## src/rtl/iommu_ctrl.sv

```systemverilog
module iommu_ctrl #(
  parameter int AW = 8
) (
  input  logic          clk,
  input  logic          rst_n,
  input  logic          bus_wr,
  input  logic [AW-1:0] bus_addr,
  input  logic [31:0]   bus_wdata,
  output logic [31:0]   bus_rdata,
  input  logic          eng_busy,
  input  logic          replay_empty,
  input  logic          flt_valid,
  input  logic [31:0]   flt_addr,
  input  logic          flt_write,
  input  logic [4:0]    flt_id,
  input  logic          bus_err,
  output logic          paging_on,
  output logic          stall_on,
  output logic          fault_hold,
  output logic          flush_all,
  output logic          zap_valid,
  output logic [31:0]   zap_addr,
  output logic [31:0]   dir_base,
  output logic [31:0]   gate_cfg,
  output logic          irq
);
  localparam logic [AW-1:0] A_DIR  = AW'(8'h00);
  localparam logic [AW-1:0] A_STAT = AW'(8'h04);
  localparam logic [AW-1:0] A_CMD  = AW'(8'h08);
  localparam logic [AW-1:0] A_FADR = AW'(8'h0C);
  localparam logic [AW-1:0] A_ZAP  = AW'(8'h10);
  localparam logic [AW-1:0] A_RAW  = AW'(8'h14);
  localparam logic [AW-1:0] A_CLR  = AW'(8'h18);
  localparam logic [AW-1:0] A_MSK  = AW'(8'h1C);
  localparam logic [AW-1:0] A_INT  = AW'(8'h20);
  localparam logic [AW-1:0] A_GATE = AW'(8'h24);

  logic        stall_want, fault_wr;
  logic [4:0]  fault_id;
  logic [31:0] fault_addr;
  logic [1:0]  raw, mask;

  wire wr_cmd = bus_wr && bus_addr == A_CMD;
  wire c_pgon = wr_cmd && bus_wdata == 32'd0;
  wire c_pgof = wr_cmd && bus_wdata == 32'd1;
  wire c_stl  = wr_cmd && bus_wdata == 32'd2;
  wire c_ustl = wr_cmd && bus_wdata == 32'd3;
  wire c_fl   = wr_cmd && bus_wdata == 32'd4;
  wire c_done = wr_cmd && bus_wdata == 32'd5;
  wire hard   = wr_cmd && bus_wdata == 32'd6;

  wire flt_take = flt_valid && !fault_hold && !hard;
  wire paging_n = hard ? 1'b0 : c_pgon ? 1'b1 : c_pgof ? 1'b0 : paging_on;
  wire fault_n  = hard ? 1'b0 : flt_take ? 1'b1 : c_done ? 1'b0 : fault_hold;
  wire want_n   = (hard || c_ustl || c_pgof || flt_take) ? 1'b0 :
                  (c_stl && paging_on && !fault_hold) ? 1'b1 : stall_want;
  wire stall_n  = want_n && !eng_busy && paging_n && !fault_n;
  wire [1:0] clr   = (bus_wr && bus_addr == A_CLR) ? bus_wdata[1:0] : 2'b00;
  wire [1:0] raw_n = hard ? 2'b00 : (raw & ~clr) | {bus_err, flt_take};
  wire [1:0] masked = raw & mask;

  assign irq = |masked;

  always_ff @(posedge clk or negedge rst_n) begin
    if (!rst_n) begin
      paging_on  <= 1'b0;
      stall_want <= 1'b0;
      stall_on   <= 1'b0;
      fault_hold <= 1'b0;
      fault_wr   <= 1'b0;
      fault_id   <= '0;
      fault_addr <= '0;
      raw        <= '0;
      mask       <= '0;
      dir_base   <= '0;
      gate_cfg   <= '0;
      flush_all  <= 1'b0;
      zap_valid  <= 1'b0;
      zap_addr   <= '0;
    end else begin
      paging_on  <= paging_n;
      stall_want <= want_n;
      stall_on   <= stall_n;
      fault_hold <= fault_n;
      raw        <= raw_n;
      flush_all  <= c_fl;
      zap_valid  <= bus_wr && bus_addr == A_ZAP;
      if (bus_wr && bus_addr == A_ZAP) zap_addr <= bus_wdata;
      if (hard) begin
        fault_wr   <= 1'b0;
        fault_id   <= '0;
        fault_addr <= '0;
        mask       <= '0;
        dir_base   <= '0;
        gate_cfg   <= '0;
      end else begin
        if (flt_take) begin
          fault_wr   <= flt_write;
          fault_id   <= flt_id;
          fault_addr <= flt_addr;
        end
        if (bus_wr && bus_addr == A_MSK)  mask     <= bus_wdata[1:0];
        if (bus_wr && bus_addr == A_DIR)  dir_base <= {bus_wdata[31:12], 12'h000};
        if (bus_wr && bus_addr == A_GATE) gate_cfg <= bus_wdata;
      end
    end
  end

  always_comb begin
    case (bus_addr)
      A_DIR:   bus_rdata = dir_base;
      A_STAT:  bus_rdata = {~stall_on, 20'h0, fault_id, fault_wr, replay_empty,
                            ~eng_busy, stall_on, fault_hold, paging_on};
      A_FADR:  bus_rdata = fault_addr;
      A_RAW:   bus_rdata = {30'h0, raw};
      A_MSK:   bus_rdata = {30'h0, mask};
      A_INT:   bus_rdata = {30'h0, masked};
      A_GATE:  bus_rdata = gate_cfg;
      default: bus_rdata = 32'h0;
    endcase
  end

  assert_dir_low_zero_R1: assert property (@(posedge clk) disable iff (!rst_n)
    dir_base[11:0] == 12'h000);
  assert_no_stall_in_fault_R4: assert property (@(posedge clk) disable iff (!rst_n)
    fault_hold |-> !stall_on);
  assert_fault_addr_held_R5: assert property (@(posedge clk) disable iff (!rst_n)
    (fault_hold && flt_valid && !wr_cmd) |=> $stable(fault_addr));
  assert_clear_wins_R7: assert property (@(posedge clk) disable iff (!rst_n)
    (bus_wr && bus_addr == A_CLR && bus_wdata[0] && !flt_valid) |=> !raw[0]);
  assert_flush_from_cmd_R9: assert property (@(posedge clk) disable iff (!rst_n)
    flush_all |-> $past(c_fl));
  assert_hard_reset_R10: assert property (@(posedge clk) disable iff (!rst_n)
    hard |=> (dir_base == 32'h0 && !paging_on && !irq && !fault_hold));
endmodule

```

## config.mk

```make
export PLATFORM = sky130hd
export DESIGN_NAME = iommu_ctrl
export DESIGN_NICKNAME = d
export VERILOG_FILES = /design/src/rtl/iommu_ctrl.sv
export SDC_FILE = /design/constraint.sdc
export NUM_CORES = 1
export LEC_CHECK = 0
export CAP_MARGIN = 20
export CORE_ASPECT_RATIO = 0.9
export CORE_MARGIN = 3
export CORE_UTILIZATION = 40
export CTS_CLUSTER_DIAMETER = 50
export DETAILED_ROUTE_END_ITERATION = 8
export GPL_ROUTABILITY_DRIVEN = 0
export PLACE_DENSITY = 0.83
export SYNTH_ARGS = -nofsm -noshare
export SYNTH_HDL_FRONTEND = slang
export SYNTH_SLANG_ARGS = --single-unit
```

## constraint.sdc

```tcl
create_clock -name clk -period 2.6 [get_ports clk]
set_input_delay 0.65 -clock clk [delete_from_list [all_inputs] [get_ports clk]]
set_output_delay 0.65 -clock clk [all_outputs]
set_load 0.005 [all_outputs]
```

-- Word-level counts from Yosys, hierarchy flattened
Cells that the tools add are included.
Widths: inputs -> output; s select.
- eq/ne operators: 15
- multiplexer cells: 23
- bitwise logic cells: 6
- reductions and logical operators: 34
- operators by type and width (operator ; number):
    $pmux 32 s7 ; 1
    $mux 32 ; 6
    $eq 32x3->1 const B ; 3
    $eq 32x2->1 const B ; 2
    $eq 32x1->1 const B ; 1
    $eq 8x5->1 const B ; 4
    $logic_not 32->1 ; 1
    $logic_and 1x1->1 ; 20
    $eq 8x4->1 const B ; 2
    $eq 8x6->1 const B ; 2
    $mux 1 ; 10
    $mux 5 ; 2
    $eq 8x3->1 const B ; 1
    $logic_not 8->1 ; 1
    $mux 2 ; 4
    $reduce_bool 2->1 ; 4
    $and 2x2->2 ; 2
    $logic_not 1->1 ; 4
    $logic_or 1x1->1 ; 3
    $not 1->1 ; 2
    $not 2->2 ; 1
    $or 2x2->2 ; 1
    $reduce_or 2->1 ; 1
- register bits: 144
- input bits: 85
- output and inout port bits: 134
- logic and storage cells: 92

-- Longest topological paths before layout
- word-level depth: 10
- mapped depth: 9
- mapped depth without buffers: 5

-- Worst setup path before layout
OpenSTA, ideal clock, no wires.
- path type: input to output
- start: input port bus_addr[3]
- end: output port bus_rdata[12]
- data arrival time: 1832 ps
- data required time: 1950 ps
- slack: 118 ps
- stages on the path: 6
- path buffers: 2
- cells stage by stage: buf_2 -> nor4_1 -> and2_1 -> clkbuf_1 -> a222oi_1 -> inv_1
- cells in the longest elaborated chain, start to end: 2
- elaborated cells between the ends (all ways): 8
- classes of those cells: eq/ne: 6; mux: 1; reduce/logical: 1
- ends and longest elaborated chain (what ; line ; source):
    from (decl) ; 7 ; input logic [AW-1:0] bus_addr,
    $eq 8x6->1, or another cell as far along ; 110 ; case (bus_addr)
    $pmux 32 s7 (*) ; 110 ;
    to (decl) ; 9 ; output logic [31:0] bus_rdata,
Every way passes the cells marked *; elsewhere a longest branch is shown, timed or not.

-- Worst setup path after layout
- start: input port bus_addr[6]
- end: output port bus_rdata[31]
Same word-level chain as after synthesis.

==> metrics.yaml <==
grt_use_total_pct: 25.2
tns_ns: -0.330
netlist_top_cells_count: "dfrtp_1, nand2_1, o21ai_0"
worstPathMaxFanout: 3
antenna_found_initial: 0
fin_skew_ns: 0.00665
critPathKind: "in2out"
critPathSlowestCell: "nor4_4"
synth_async_sr_flop_share_pct: 100
hold_class: "in2async"
synth-seq-area-share_pct: 54.0
numPortBuffers: 206
slew_headroom_pct: 60.3
clock-sinks: 132
drc: 0
status: "finished, violations left"
cp_cell_sequence: "buf_8 > nor4_4 > buf_4 > nand2_4 > buf_4 > buf_4 > nor3_4 > a221o_1 > buf_2"
core_area_mm2: 0.0148
clockRootBuffer: "clkbuf_16"
hold_viol_final: 0
dr.pass1.iters: 7
synthCells: 607
fp.dieArea_mm2: 0.0168
startpoint: "bus_addr[6]"
drtIter0Drc: 406
power_leakage_uw: 0.00450
dieWidth_um: 136
reg2reg_depth: 4
initial_core_util_pct: 41.3
worst_setup_path_end_kind: "primary output"
crit_top_cell: "buf_4"
r2r_slack_ns: 1.01
synthTopCellsByArea: "dfrtp_1, mux2i_1, nand2_1, mux2_2, o21ai_0"
fillCellCount: 1148
clockBufferDepth: 2
placed_area_mm2: 0.00888
rows: 42
ios: 219
dp_hpwl_mm: 13.8
ant_nets: 0
critPathTopFamily: "buffers and inverters"
violations: "negative setup slack"
maxCapViolCount: 0
final_nets: 971
yosysTopAreaCell: "dfrtp_1"
synth-seq-cells: 132
htreeDepth: 4
final.setup.worst_slack_ns: -0.121
yosys.cell_types.count: 38
arrival_ns: 2.07
finalSetupViolations: 8
final_area_mm2: 0.00976
synth_area_per_cell_um2: 10.1
wl_per_cell_um: 19.3
ir_drop_v: 0.000427
powerDensity_mw_per_mm2: 534
yosysTopAreaCellShare_pct: 54.0
finalWirelength_mm: 21.1
numCtsBuffers: 17
multiInputGateArea_mm2: 0.00261
worstPathBufferInverterCount: 5
hold_ws_ns: 0.219
cp.required_ns: 1.95
r2r-start: "paging_on$_DFF_PN0_"
vias: 5823
seqCellArea_mm2: 0.00330
yosysWarnings: 0
synth.most_common_cell: "dfrtp_1"
area_growth_pct: 59.5
synth_flop_cell: "dfrtp_1"
clock.fmax_ghz: 0.368
cts_tree: "yes"
grt_pass1_wl_mm: 32.4
r2r_end: "stall_on$_DFF_PN0_"
startpoint_type: "input pin"
synth_edf_count: 0
slowest_delay_ns: 0.31
min_period_ns: 2.72
die_h_um: 123
min_period_over_period_pct: 105
clock_latency_ns: 0.42
first_global_vias: 5821
overflow: 0
viasPerCell: 5.31
path_clk_slew_ns: 0.05
worst_pin_slew_ns: 0.596
slew_viol_final: 0
grt_max_degree: 61
n_antenna_cell: 0
drive_gt1_share_pct: 25.5
rsz0062_at_grt: "yes"
syn-cell-area_mm2: 0.00612
-- power by group --
group          internal, µW  switching [µW]
clock network          1420             901
logic                   359             248
registers              2190            93.1
total                  3970            1240
-- layer usage --
metal  track usage (%)  vias up  wire length (µm)
met5                 0        -                 0
met4              7.93        0               298
met3              7.36       38              1810
met2              41.7      280             10600
met1              32.0     2868              8460
li1                  -     2637                 -
-- stage by stage --
step                      setup WS, ns  utilization, %  power [µW]  std cells
after floorplan                  0.118               -        2470        618
after global placement          -0.808            59.9        2880       1040
after detailed placement        -0.804            59.9        2910       1040
after CTS                       -0.182            65.0        5240       1089
after global routing            -0.176            65.9        5420       1097
final                           -0.121            65.9        5210       1097
-- sequential cells by signal, summed over array words and instances (netlist names) --
| register | flops |
|---|---|
| zap_addr | 32 |
| stall_want | 1 |
| raw | 2 |
| zap_valid | 1 |
| stall_on | 1 |
| fault_addr | 32 |
| fault_id | 5 |
| dir_base | 20 |
| mask | 2 |
| fault_hold | 1 |
| fault_wr | 1 |
| gate_cfg | 32 |
| paging_on | 1 |
| flush_all | 1 |
-- worst max path at each step --
stage / cells past startpoint / slack [ns] / end
2_1_floorplan: 6 / 0.12 / bus_rdata[12]
3_3_place_gp: 7 / -0.81 / bus_rdata[31]
3_5_place_dp: 7 / -0.80 / bus_rdata[31]
4_1_cts: 11 / -0.18 / bus_rdata[28]
5_1_grt: 10 / -0.18 / bus_rdata[15]
6_report: 9 / -0.12 / bus_rdata[31]
-- placed cells by master, fill, tap and decap left out, drive strengths merged, types with 3 or more instances in the layout --
cell type / netlist / layout
nor3: 9 / 9
inv: 27 / 29
nand3: 4 / 4
clkbuf: 26 / 32
nand2: 123 / 123
mux2i: 48 / 48
buf: 29 / 128
a21oi: 19 / 19
o21ai: 53 / 53
a222oi: 19 / 19
clkdlybuf4s50: 0 / 164
clkinv: 0 / 6
mux2: 31 / 31
conb: 1 / 12
nor4: 8 / 8
nor2: 49 / 49
dfrtp: 132 / 132
nand4: 3 / 3
a221oi: 3 / 3
and3: 4 / 4
-- kinds of logic (layout without fill, tap and decap cells) --
logic type             count (synthesis)  in the layout  synth area share (%)
AOI/OAI and AO/OA                    102            102                  10.6
buffers and inverters                 82            363                  6.79
DFF                                  132            132                  54.0
muxes                                 79             79                  13.6
other                                  1             12                0.0613
and+or+nand+nor                      211            211                  15.0
-- area by class of cell --
| cell class | count | area share (%) |
|---|---|---|
| Tap cell | 198 | 2.54 |
| Clock inverter | 11 | 1.03 |
| Inverter | 27 | 1.04 |
| Timing Repair Buffer | 304 | 29.9 |
| Multi-Input combinational cell | 404 | 26.7 |
| Sequential cell | 132 | 33.8 |
| Clock buffer | 21 | 4.92 |
-- timing repair --
| action | 4_1_cts | 5_1_grt |
|---|---|---|
| gates cloned | 4 | 2 |
| hold buffers | 0 | 0 |
| buffers inserted | 16 | 9 |
| endpoints found under the hold margin | 0 | 0 |
| pin swaps | 27 | 12 |
| setup endpoints to repair | 69 | 123 |
| gates resized for setup | 167 | 48 |
Power figures use the tool's default switching activity.
